$ cat src/rtl/sdr_ref_pkg.sv
package sdr_ref_pkg;

  typedef enum logic [1:0] {
    ST_RUN   = 2'd0,
    ST_SELF  = 2'd1,
    ST_BURST = 2'd2
  } mgr_state_t;

  // cycles between two owed refreshes
  function automatic int refresh_interval(input int clk_khz, input int period_ms,
                                          input int rows);
    return (clk_khz * period_ms) / rows;
  endfunction

  // NOP window after clock-enable returns high
  function automatic int exit_window(input int nop_cycles, input int trc_cycles);
    return (nop_cycles > trc_cycles) ? nop_cycles : trc_cycles;
  endfunction

endpackage

$ cat src/rtl/ref_interval_timer.sv
module ref_interval_timer #(
  parameter int INTERVAL = 16
) (
  input  logic clk,
  input  logic rst_n,
  input  logic run,
  input  logic clear,
  output logic tick
);
  localparam int CW = (INTERVAL > 2) ? $clog2(INTERVAL) : 1;
  localparam logic [CW-1:0] LAST = CW'(INTERVAL - 1);

  logic [CW-1:0] cnt;

  assign tick = run && !clear && (cnt == LAST);

  always_ff @(posedge clk) begin
    if (!rst_n || clear) cnt <= '0;
    else if (run) cnt <= (cnt == LAST) ? '0 : cnt + CW'(1);
  end

  // two ticks never come back to back
  assert_tick_spacing_R1: assert property (@(posedge clk) disable iff (!rst_n)
    tick |=> !tick);

endmodule

$ cat src/rtl/ref_deficit_ctr.sv
module ref_deficit_ctr #(
  parameter int MAX_OWED  = 8,
  parameter int URGENT_AT = 4,
  localparam int W = $clog2(MAX_OWED + 1)
) (
  input  logic         clk,
  input  logic         rst_n,
  input  logic         clear,
  input  logic         inc,
  input  logic         dec,
  output logic [W-1:0] count,
  output logic         urgent
);
  localparam logic [W-1:0] TOP = W'(MAX_OWED);
  localparam logic [W-1:0] THR = W'(URGENT_AT);

  assign urgent = (count >= THR);

  always_ff @(posedge clk) begin
    if (!rst_n || clear) count <= '0;
    else if (inc && !dec && count != TOP) count <= count + W'(1);
    else if (dec && !inc && count != '0) count <= count - W'(1);
  end

  assert_tick_adds_R1: assert property (@(posedge clk) disable iff (!rst_n)
    (inc && !dec && !clear && count != TOP) |=> count == $past(count) + W'(1));

  assert_grant_takes_R2: assert property (@(posedge clk) disable iff (!rst_n)
    (dec && !inc && !clear && count != '0) |=> count == $past(count) - W'(1));

  assert_saturate_R4: assert property (@(posedge clk) disable iff (!rst_n)
    (count == TOP && !dec && !clear) |=> count == TOP);

endmodule

$ cat src/rtl/ref_lockout_timer.sv
module ref_lockout_timer #(
  parameter int MAXV = 4,
  localparam int W = $clog2(MAXV + 1)
) (
  input  logic         clk,
  input  logic         rst_n,
  input  logic         load,
  input  logic [W-1:0] load_val,
  output logic         busy
);
  logic [W-1:0] cnt;

  assign busy = (cnt != '0);

  always_ff @(posedge clk) begin
    if (!rst_n) cnt <= '0;
    else if (load) cnt <= load_val;
    else if (cnt != '0) cnt <= cnt - W'(1);
  end

  // a load always opens a window
  assert_load_opens_R5: assert property (@(posedge clk) disable iff (!rst_n)
    (load && load_val != '0) |=> busy);

  assert_window_counts_R5: assert property (@(posedge clk) disable iff (!rst_n)
    (busy && !load) |=> cnt == $past(cnt) - W'(1));

endmodule

$ cat src/rtl/sdram_refresh_mgr.sv
module sdram_refresh_mgr
  import sdr_ref_pkg::*;
#(
  parameter int CLK_KHZ     = 100000,
  parameter int PERIOD_MS   = 64,
  parameter int ROWS        = 4096,
  parameter int T_RC        = 7,
  parameter int T_RAS       = 5,
  parameter int EXIT_NOP    = 2,
  parameter int DEFICIT_MAX = 8,
  parameter int URGENT_AT   = 4
) (
  input  logic                               clk,
  input  logic                               rst_n,
  input  logic                               sr_enter_req,
  input  logic                               sr_exit_req,
  input  logic                               ref_gnt,
  output logic                               ref_req,
  output logic                               ref_urgent,
  output logic [$clog2(DEFICIT_MAX+1)-1:0]   owed,
  output logic                               lockout,
  output logic                               cke,
  output logic                               sr_active
);
  localparam int INTERVAL = refresh_interval(CLK_KHZ, PERIOD_MS, ROWS);
  localparam int EXIT_WIN = exit_window(EXIT_NOP, T_RC);
  localparam int LK_W     = $clog2(EXIT_WIN + 1);
  localparam int SR_W     = $clog2(T_RAS + 1);
  localparam int BL_W     = $clog2(ROWS + 1);
  localparam logic [SR_W-1:0] SR_MIN = SR_W'(T_RAS);

  mgr_state_t      state;
  logic            cke_q;
  logic [SR_W-1:0] sr_cnt;
  logic [BL_W-1:0] burst_left;

  // named internal events
  logic tick, accepted, run_take, burst_take, enter_fire, exit_fire;
  logic [LK_W-1:0] lk_val;

  assign accepted   = ref_gnt && ref_req;
  assign run_take   = accepted && (state == ST_RUN);
  assign burst_take = accepted && (state == ST_BURST);
  assign enter_fire = (state == ST_RUN) && sr_enter_req && !lockout;
  assign exit_fire  = (state == ST_SELF) && sr_exit_req && (sr_cnt == SR_MIN);
  assign lk_val     = exit_fire ? LK_W'(EXIT_WIN) : LK_W'(T_RC);

  assign ref_req = !lockout &&
                   (((state == ST_RUN) && (owed != '0)) ||
                    ((state == ST_BURST) && (burst_left != '0)));
  assign cke       = cke_q;
  assign sr_active = (state == ST_SELF);

  ref_interval_timer #(.INTERVAL(INTERVAL)) u_timer (
    .clk   (clk),
    .rst_n (rst_n),
    .run   (state != ST_SELF),
    .clear (enter_fire || exit_fire),
    .tick  (tick)
  );

  ref_deficit_ctr #(.MAX_OWED(DEFICIT_MAX), .URGENT_AT(URGENT_AT)) u_deficit (
    .clk    (clk),
    .rst_n  (rst_n),
    .clear  (enter_fire),
    .inc    (tick),
    .dec    (run_take),
    .count  (owed),
    .urgent (ref_urgent)
  );

  ref_lockout_timer #(.MAXV(EXIT_WIN)) u_lock (
    .clk      (clk),
    .rst_n    (rst_n),
    .load     (accepted || exit_fire),
    .load_val (lk_val),
    .busy     (lockout)
  );

  always_ff @(posedge clk) begin
    if (!rst_n) begin
      state      <= ST_RUN;
      cke_q      <= 1'b1;
      sr_cnt     <= '0;
      burst_left <= '0;
    end else begin
      unique case (state)
        ST_RUN: if (enter_fire) begin
          state  <= ST_SELF;
          cke_q  <= 1'b0;
          sr_cnt <= '0;
        end
        ST_SELF: begin
          if (sr_cnt != SR_MIN) sr_cnt <= sr_cnt + SR_W'(1);
          if (exit_fire) begin
            state      <= ST_BURST;
            cke_q      <= 1'b1;
            burst_left <= BL_W'(ROWS);
          end
        end
        ST_BURST: if (burst_take) begin
          burst_left <= burst_left - BL_W'(1);
          if (burst_left == BL_W'(1)) state <= ST_RUN;
        end
        default: state <= ST_RUN;
      endcase
    end
  end

  assert_grant_locks_R5: assert property (@(posedge clk) disable iff (!rst_n)
    accepted |=> (lockout && !ref_req));

  assert_no_req_self_R6: assert property (@(posedge clk) disable iff (!rst_n)
    !cke |-> !ref_req);

  assert_entry_clears_R6: assert property (@(posedge clk) disable iff (!rst_n)
    $fell(cke) |-> (owed == '0));

  assert_min_self_R7: assert property (@(posedge clk) disable iff (!rst_n)
    $rose(cke) |-> ($past(sr_cnt) == SR_MIN));

  assert_exit_nop_R8: assert property (@(posedge clk) disable iff (!rst_n)
    $rose(cke) |-> (lockout && !ref_req));

endmodule

$ cat config.mk
export PLATFORM = sky130hd
export DESIGN_NAME = sdram_refresh_mgr
export DESIGN_NICKNAME = d
export VERILOG_FILES = /design/src/rtl/sdr_ref_pkg.sv /design/src/rtl/ref_interval_timer.sv /design/src/rtl/ref_deficit_ctr.sv /design/src/rtl/ref_lockout_timer.sv /design/src/rtl/sdram_refresh_mgr.sv
export SDC_FILE = /design/constraint.sdc
export NUM_CORES = 1
export LEC_CHECK = 0
export BUFFER_PORTS_ARGS = -buffer_cell sky130_fd_sc_hd__clkbuf_2
export CAP_MARGIN = 20
export CELL_PAD_IN_SITES_DETAIL_PLACEMENT = 1
export CELL_PAD_IN_SITES_GLOBAL_PLACEMENT = 1
export CORE_UTILIZATION = 27
export DETAILED_ROUTE_END_ITERATION = 6
export PLACE_DENSITY = 0.51
export SYNTH_ARGS = -nofsm -noshare
export SYNTH_HDL_FRONTEND = slang
export SYNTH_SLANG_ARGS = --single-unit
$ cat constraint.sdc
create_clock -name clk -period 2.97 [get_ports clk]
set_input_delay 0.1485 -clock clk [delete_from_list [all_inputs] [get_ports clk]]
set_output_delay 0.1485 -clock clk [all_outputs]
set_load 0.02 [all_outputs]
* After elaboration in Yosys (flattened, before gate mapping)
Cells that the tools add are included.
** Storage, ports and cells
- Register bits :: 37
- Bits of input ports :: 5
- Output and inout port bits :: 9
- Word-level logic and storage cells :: 84
** Operators by class
- Add/subtract/negate cells :: 6
- Order comparisons :: 1
- Equality and inequality tests :: 13
- Muxes and demuxes :: 19
- Reduce and logical (&&, ||, !) cells :: 38
** Operator list (number)
- 13-bit 2-to-1 mux :: 2
- 13-bit one-hot mux with 2 select lines :: 1
- 1-bit logical AND :: 16
- 13-bit by 1-bit equality test with 1-bit output, second input constant :: 1
- 13-bit nonzero test :: 1
- 13-bit by 1-bit subtractor with 13-bit output, second input constant :: 1
- 3-bit 2-to-1 mux :: 4
- 11-bit by 1-bit adder with 11-bit output, second input constant :: 1
- 11-bit equality test, second input constant :: 1
- 11-bit 2-to-1 mux :: 1
- 3-bit AND reduction :: 3
- 2-bit 2-to-1 mux :: 4
- 4-bit 2-to-1 mux :: 2
- 2-bit by 1-bit != test with 1-bit output, second input constant :: 4
- 2-bit nonzero test :: 4
- 2-bit one-hot mux with 3 select lines :: 1
- 3-bit one-hot mux with 2 select lines :: 1
- 1-bit zero test :: 5
- 1-bit logical OR :: 5
- 4-bit by 1-bit adder with 4-bit output, second input constant :: 1
- 4-bit by 3-bit >= comparator with 1-bit output, second input constant :: 1
- 2-bit != test, second input constant :: 2
- 4-bit != test, second input constant :: 1
- 4-bit AND reduction :: 1
- other kinds (12) :: 13

* Depth between registers and ports, before layout
Gate-level depths: netlist (run 1).
- Word-level depth :: 12
- Depth in mapped cells :: 12
- Mapped depth without buffers :: 12

* By module
A second synthesis (run 1) with hierarchy kept.
** Unflattened totals
- Cells, all modules :: 261
- Area, all modules :: 2207.1 um^2
** Modules (own cells, without submodules)
- sdram_refresh_mgr :: instances 1, cells each 147, area an instance 1166.1 um^2, sequential area each 380.4 um^2
- ref_interval_timer :: instances 1, cells each 61, area an instance 555.5 um^2, sequential area each 220.2 um^2
- ref_deficit_ctr :: instances 1, cells each 32, area an instance 284.0 um^2, sequential area each 80.1 um^2
- ref_lockout_timer :: instances 1, cells each 21, area an instance 201.4 um^2, sequential area each 60.1 um^2

* Least setup slack after synthesis (run 1)
No wires, ideal clock.
- Path type :: reg-to-reg
- Start :: register state[1]
- End :: register u_deficit.count[3]
- Setup time :: 0.126 ns
- Arrival :: 2.379 ns
- Required time :: 2.844 ns
- Path slack :: 0.465 ns
- Cell stages (with the launch flop) :: 13
- Path buffers :: 2
- Clock period less this slack :: 2.505 ns
- Path through :: dfxtp_1 clkbuf_1 nand2b_1 buf_2 and4b_1 o211a_1 inv_1 ha_1 a21o_1 a21oi_1 or4_1 o211ai_1 a31oi_1
** On the way
- Word-level cells in the longest chain between the ends :: 11
- Elaborated cells between the ends (all ways) :: 27
- Those cells by class :: 3 x eq/ne; 1 x mux; 23 x reduce/logical
** Ends and longest elaborated chain
- from (decl) :: RTL line sdram_refresh_mgr.sv:32 : mgr_state_t state;
- from (signal assigned) :: RTL line sdram_refresh_mgr.sv:82 : state <= ST_RUN;
- from (signal assigned) :: RTL line sdram_refresh_mgr.sv:89 : state <= ST_SELF;
- from (signal assigned) :: RTL line sdram_refresh_mgr.sv:96 : state <= ST_BURST;
- 2-bit by 1-bit equality test with 1-bit output or 2-bit zero test (tied branches)
- 1-bit logical AND, on equally long branches (2 in a row) :: RTL line sdram_refresh_mgr.sv:45, sdram_refresh_mgr.sv:44
- 1-bit logical OR :: RTL line sdram_refresh_mgr.sv:58 : .clear (enter_fire || exit_fire),
- 1-bit zero test :: RTL line ref_interval_timer.sv:15 : assign tick = run && !clear && (cnt == LAST);
- 1-bit logical AND (2 in a row) :: RTL line ref_interval_timer.sv:15
- 1-bit zero test :: RTL line ref_deficit_ctr.sv:22 : else if (dec && !inc && count != '0) count <= count - W'(1);
- 1-bit logical AND (2 in a row) :: RTL line ref_deficit_ctr.sv:22
- 2-bit nonzero test (no source line)
- to (signal assigned) :: RTL line ref_deficit_ctr.sv:21 : else if (inc && !dec && count != TOP) count <= count + W'(1);
- to (signal assigned) :: RTL line ref_deficit_ctr.sv:22
- to (decl) :: RTL line ref_deficit_ctr.sv:11 : output logic [W-1:0] count,
Several ways; a longest one is shown, not always the timed one.
A chain may end at the register's enable or synchronous reset.

* Worst setup path in the final report (run 1)
- Start :: register u_timer.cnt[0]
- End :: register u_deficit.count[3]
** On the way
- Word-level cells in the longest chain between the ends :: 6
- Elaborated cells between the ends (all ways) :: 9
- Those cells by class :: 1 x eq/ne; 1 x mux; 7 x reduce/logical
** Ends and longest elaborated chain
- from (decl) :: RTL line ref_interval_timer.sv:13 : logic [CW-1:0] cnt;
- from (signal assigned) :: RTL line ref_interval_timer.sv:19 : else if (run) cnt <= (cnt == LAST) ? '0 : cnt + CW'(1);
- 11-bit equality test (*) :: RTL line ref_interval_timer.sv:15
- 1-bit logical AND (*) :: RTL line ref_interval_timer.sv:15
- 1-bit zero test :: RTL line ref_deficit_ctr.sv:22
- 1-bit logical AND (2 in a row) :: RTL line ref_deficit_ctr.sv:22
- 2-bit nonzero test (no source line)
Mark *: on every way between the ends. The rest lies on a longest branch, timed or not.

==> flow_summary.json, run 1 <==
{
  "io_pins": 14,
  "fp.coreArea_mm2": 0.00691,
  "synth_edf_count": 0,
  "relSlewSlack": 0.624,
  "nFillCells": 845,
  "wl_per_cell_um": 13.4,
  "worstSetupEndpointType": "flop",
  "crit_arrival_ps": 2840,
  "routed.top_layer": "met4",
  "avgViaCountPerCell": 4.85,
  "rrSetupSlack_ps": 300,
  "rows": 30,
  "grt_setup_unrepaired": "false",
  "yosysWarningCount": 0,
  "first_iter_violations": 53,
  "crit_top_cell": "ha_1",
  "syn_inst": 226,
  "final-max-slew-violation-count": 0,
  "maxCapViolations": 0,
  "met1_length_um": 2450,
  "start_kind": "flop",
  "tns_ps": 0,
  "area.growth.synth_to_final_pct": 15.9,
  "holdPathEnd": "u_lock.cnt[0]$_SDFFE_PN0P_",
  "fp.dieW_um": 87.2,
  "crit_path_max_fanout": 6,
  "path_buf_inv": 1,
  "synth_ff_type": "dfxtp_1",
  "cts_tree": "done",
  "timing.final.crit_share": 0.899,
  "dpl.hpwl_um": 3510,
  "worst_slew_pin_slew_ps": 558,
  "cp_data_required_time_ps": 3140,
  "ys_seq_area_frac": 0.378,
  "cp_slowest_cell": "or4_1",
  "r2r-start": "u_timer.cnt[0]$_SDFFE_PP0P_",
  "die_y_um": 87.2,
  "irDropWorstVdd_uv": 245,
  "status": "completed",
  "grt-ovfl-total": 0,
  "preCtsSetupSlack_ps": 182,
  "clockBufferDepth": 2,
  "max_freq_mhz": 375,
  "critical-path-top-delay-family": "simple AND/OR/NAND/NOR gates",
  "final_nets": 263,
  "start_util": 0.284,
  "setup_slack_ps": 300,
  "placed_cell_area_mm2": 0.00217,
  "hp-class": "in -> reg",
  "holdPathStages": 2,
  "r2r_cells": 11,
  "grt_pass1_vias": 1646,
  "gp_congestion": 0.728,
  "r2r_end": "u_deficit.count[3]$_SDFFE_PP0P_",
  "route.detailed.drc": 0,
  "htreeDepth": 2,
  "post_cts_buffers": 0,
  "grt_pass1_wl_um": 7960,
  "p_leak_nw": 0.864,
  "p_per_area_mw_per_mm2": 578,
  "netlist_area_mm2": 0.00196,
  "cts.clk_slew.worst_paths_ps": 80,
  "finalCriticalPeriod_ps": 2670,
  "wl_met2_um": 2020,
  "die_area_mm2": 0.00761,
  "drtPass1Iterations": 4,
  "wl_met3_um": 95,
  "diodes": 0,
  "cts.sinks": 37,
  "hold_violations": 0,
  "numCtsBuffers": 5,
  "port_buffers": 13,
  "finalSetupViolations": 0,
  "drive_gt1_frac": 0.150,
  "path_cells": "ha_1 -> nor4bb_4 -> and4b_1 -> o211a_1 -> inv_1 -> ha_1 -> a21o_1 -> a21oi_2 -> or4_1 -> o211ai_1 -> a31oi_1",
  "clock_skew_ps": 5.03,
  "design_area_mm2": 0.00227,
  "holdCritStartpoint": "rst_n",
  "critPathKind": "reg -> reg",
  "grt_max_degree": 12,
  "critPathMaxStageDelay_ps": 400,
  "syn_area_per_cell_um2": 8.68,
  "cts-root-buf": "clkbuf_8",
  "num_vias": 1663,
  "final_util": 0.329,
  "syn-num-nets": 242,
  "grt_antenna_before_repair": 0,
  "wl_um": 4610,
  "ant_nets": 0,
  "grt.total_usage": 0.135,
  "synthArstFlopShare": 0,
  "insertion_delay_ps": 280,
  "synth.distinct_cells": 47,
  "ys_ff_latch": 37
}
-- cell usage after synthesis (all sizes together) (2+ instances only) --
cell type / instances / area [um^2]
dfxtp: 37 / 741
nor2: 27 / 101
nor3: 16 / 91.3
a21oi: 15 / 78.8
inv: 12 / 45.0
ha: 10 / 125
nand2: 10 / 37.5
xnor2: 10 / 87.6
or3: 7 / 46.3
xor2: 7 / 61.3
o21ai: 6 / 30.0
or4: 6 / 52.6
nand3: 5 / 25.0
nand4: 5 / 31.3
and3: 4 / 25.0
o31ai: 4 / 30.0
a21o: 3 / 22.5
a31oi: 3 / 18.8
and4: 3 / 26.3
clkbuf: 3 / 11.3
nand2b: 3 / 18.8
nor2b: 3 / 18.8
nor4: 3 / 18.8
o21a: 3 / 22.5
and4b: 2 / 20.0
or2: 2 / 12.5
-- per-layer routing --
metal	global-route usage	vias up
li1	-	858
met1	0.185	792
met2	0.214	9
met3	0.0284	4
met4	0.0358	0
met5	0	-
-- per-stage QoR --
step                total power [mW]  hold slack, ps  instances
finish                          1.31             192        343
global route                    1.42             203        343
CTS                             1.33             199        343
floorplan                      0.843             266        226
global placement               0.965             448        336
detailed placement             0.965             455        336
-- logic make-up after synthesis --
group           after synthesis  share of synthesized area
simple gates                101                      0.292
flops                        37                      0.378
mux                           2                     0.0108
compound gates               42                      0.138
buf+inv                      16                     0.0313
xor+xnor                     17                     0.0759
fa+ha+maj                    11                     0.0740
-- sequential cells by signal, summed over array words and instances, names as in the netlist --
| name | count |
|---|---|
| burst_left | 13 |
| u_timer.cnt | 11 |
| u_deficit.count | 4 |
| sr_cnt | 3 |
| u_lock.cnt | 3 |
| state | 2 |
| cke | 1 |
-- layout make-up --
class | instances | area [um^2] | area share
Timing Repair Buffer | 18 | 103 | 0.0452
Multi-Input combinational cell | 173 | 1180 | 0.518
Inverter | 12 | 45.0 | 0.0198
Sequential cell | 37 | 741 | 0.326
Tap cell | 96 | 120 | 0.0529
Clock buffer | 7 | 86.3 | 0.0380
-- how the worst max path moves through the flow --
| stage | from | endpoint | slack, ps | depth (start not counted) |
|---|---|---|---|---|
| 6_report | u_timer.cnt[0]$_SDFFE_PP0P_ | u_deficit.count[3]$_SDFFE_PP0P_ | 300 | 11 |
| 5_1_grt | u_timer.cnt[0]$_SDFFE_PP0P_ | u_deficit.count[3]$_SDFFE_PP0P_ | 50 | 11 |
| 4_1_cts | u_timer.cnt[0]$_SDFFE_PP0P_ | u_deficit.count[3]$_SDFFE_PP0P_ | 190 | 11 |
| 3_5_place_dp | u_timer.cnt[0]$_SDFFE_PP0P_ | u_deficit.count[3]$_SDFFE_PP0P_ | 180 | 11 |
| 3_3_place_gp | u_timer.cnt[0]$_SDFFE_PP0P_ | u_deficit.count[3]$_SDFFE_PP0P_ | 310 | 11 |
| 2_1_floorplan | state[1]$_SDFFE_PN0P_ | u_deficit.count[3]$_SDFFE_PP0P_ | 460 | 12 |
-- cell usage in the layout (no fill, tap or decap), drive strengths merged, types with 4 or more instances in the layout --
master	n
a21oi	15
and3	4
buf	5
clkbuf	20
dfxtp	37
ha	10
inv	12
nand2	10
nand3	5
nand4	5
nor2	27
nor3	16
o21ai	6
o31ai	4
or3	7
or4	6
xnor2	10
xor2	7
-- what timing repair did --
item | in CTS | in global routing
resized for setup | 0 | 3
setup endpoints to repair | 0 | 1
hold buffers | 0 | 0
-- report_power, final --
part,switching [mW],internal [mW],total [mW]
Combinational,0.209,0.157,0.366
Clock,0.179,0.184,0.364
Sequential,0.0403,0.543,0.583
Total,0.429,0.884,1.31
(Power assumes the default switching activity.)
==> inputs of run 2 (changes only) <==
--- a/config.mk
+++ b/config.mk
@@ -11,7 +11,7 @@
 export CELL_PAD_IN_SITES_GLOBAL_PLACEMENT = 1
 export CORE_UTILIZATION = 27
 export DETAILED_ROUTE_END_ITERATION = 6
-export PLACE_DENSITY = 0.51
+export PLACE_DENSITY_LB_ADDON = 0.1
 export SYNTH_ARGS = -nofsm -noshare
 export SYNTH_HDL_FRONTEND = slang
 export SYNTH_SLANG_ARGS = --single-unit
==> flow_summary.json, run 2 (same netlist as run 1, synthesis figures left out) <==
{
  "clockBufferDepth": 2,
  "hp-class": "in -> reg",
  "avgViaCountPerCell": 4.88,
  "first_iter_violations": 53,
  "rows": 30,
  "grt_antenna_before_repair": 0,
  "drive_gt1_frac": 0.153,
  "top_register": "burst_left",
  "hold_violations": 0,
  "final_nets": 263,
  "crit_arrival_ps": 2980,
  "num_vias": 1677,
  "critPathMaxStageDelay_ps": 400,
  "htreeDepth": 2,
  "stdcell_count": 344,
  "worstSetupStartpoint": "u_timer.cnt[0]$_SDFFE_PP0P_",
  "grt_pass1_wl_um": 8090,
  "max_freq_mhz": 356,
  "start_util": 0.284,
  "path_cells": "ha_1 -> nor4bb_4 -> and4b_1 -> o211a_1 -> inv_1 -> ha_1 -> a21o_1 -> a21oi_2 -> or4_1 -> o211ai_1 -> a31oi_1",
  "final_common_cell": "dfxtp_1",
  "setup_slack_ps": 159,
  "dpl.cell_count": 336,
  "grt-ovfl-total": 0,
  "wl_um": 4930,
  "insertion_delay_ps": 290,
  "largest_register_ffs": 13,
  "grt.total_usage": 0.138,
  "tns_ps": 0,
  "crit_path_max_fanout": 6,
  "cp.depth": 11,
  "ff_latch_area_um2": 741,
  "numCtsBuffers": 5,
  "multi_input_area_mm2": 0.00118,
  "final-max-slew-violation-count": 0,
  "nFillCells": 851,
  "cp_slowest_cell": "dfxtp_1",
  "cts.sinks": 37,
  "start_kind": "flop",
  "status": "completed",
  "cts-root-buf": "clkbuf_8",
  "fp.dieW_um": 87.2,
  "drtPass1Iterations": 4,
  "diodes": 0,
  "irDropWorstVdd_uv": 232,
  "grt_max_degree": 12,
  "p_per_area_mw_per_mm2": 618,
  "dpl.hpwl_um": 3570,
  "p_total_mw": 1.42,
  "cts_tree": "done",
  "post_cts_buffers": 0,
  "reg.largest.list": "burst_left (13), u_timer.cnt (11), u_deficit.count (4)",
  "r2r_cells": 11,
  "holdWs_ps": 197,
  "r2r_end": "u_deficit.count[3]$_SDFFE_PP0P_",
  "finalSetupViolations": 0,
  "p_leak_nw": 0.878,
  "cp_data_required_time_ps": 3140,
  "maxCapViolations": 0,
  "ant_nets": 0,
  "finalCriticalPeriod_ps": 2810,
  "preCtsSetupSlack_ps": 142,
  "grt_pass1_vias": 1614,
  "r2r-start": "u_timer.cnt[0]$_SDFFE_PP0P_",
  "area.growth.synth_to_final_pct": 17.4,
  "rrSetupSlack_ps": 160,
  "crit_top_cell": "ha_1",
  "design_area_mm2": 0.00230,
  "route.detailed.drc": 0,
  "relSlewSlack": 0.591,
  "port_buffers": 13,
  "gp_congestion": 0.720,
  "critical-path-top-delay-family": "simple AND/OR/NAND/NOR gates",
  "timing.final.crit_share": 0.946,
  "io_pins": 14,
  "wl_per_cell_um": 14.3,
  "clock_skew_ps": 5.87,
  "worstSetupEndpointType": "flop",
  "final_cell_mix": "dfxtp_1 (37), nor2_1 (27), nor3_1 (15), a21oi_1 (13), clkbuf_2 (13)",
  "placed_cell_area_mm2": 0.00217,
  "final_util": 0.333,
  "die_y_um": 87.2,
  "cts.clk_slew.worst_paths_ps": 80,
  "fp.coreArea_mm2": 0.00691,
  "path_buf_inv": 1,
  "die_area_mm2": 0.00761,
  "critPathKind": "reg -> reg",
  "worst_slew_pin_slew_ps": 608,
  "endpoint": "u_deficit.count[3]$_SDFFE_PP0P_"
}
[run 2: worst reg2reg max path, cell delays in order, from the launching register on]
cell	delay, ps
dfxtp_1	400
ha_1	210
nor4bb_4	350
and4b_1	290
o211a_1	220
inv_1	130
ha_1	300
a21o_1	120
a21oi_2	80
or4_1	410
o211ai_1	100
a31oi_1	90
[run 2: report_power, final]
part	internal [mW]	total, mW	switching (mW)
combinational	0.159	0.376	0.217
sequential	0.543	0.582	0.0395
clock	0.274	0.466	0.192
[run 2: repair_timing]
| item | 4_1_cts | 5_1_grt |
|---|---|---|
| hold buffers | 0 | 0 |
| setup endpoints to repair | 0 | 1 |
| endpoints found under the hold margin | 0 | 0 |
| gates resized for setup | 0 | 3 |
[run 2: worst min-delay path by stage]
stage                     start                         end  cells after the start
2_1_floorplan             rst_n  u_lock.cnt[0]$_SDFFE_PN0P_                      1
3_3_place_gp   cke$_SDFFE_PN1P_            cke$_SDFFE_PN1P_                      1
3_5_place_dp   cke$_SDFFE_PN1P_            cke$_SDFFE_PN1P_                      1
4_1_cts                   rst_n  u_lock.cnt[0]$_SDFFE_PN0P_                      2
5_1_grt                   rst_n  u_lock.cnt[0]$_SDFFE_PN0P_                      2
6_report                  rst_n  u_lock.cnt[1]$_SDFFE_PN0P_                      2
[run 2: layer usage]
layer / GRT usage / up-vias / routed length [um]
met5: 0 / - / 0
met4: 0.0358 / 0 / 53
met3: 0.0313 / 4 / 87
met2: 0.210 / 7 / 2280
met1: 0.196 / 808 / 2510
li1: - / 858 / -
[run 2: area by class of cell]
| cell class | count | share of cell area |
|---|---|---|
| Clock inverter | 1 | 0.0130 |
| Multi-Input combinational cell | 173 | 0.511 |
| Timing Repair Buffer | 18 | 0.0446 |
| Clock buffer | 7 | 0.0375 |
| Tap cell | 96 | 0.0522 |
| Sequential cell | 37 | 0.322 |
| Inverter | 12 | 0.0196 |
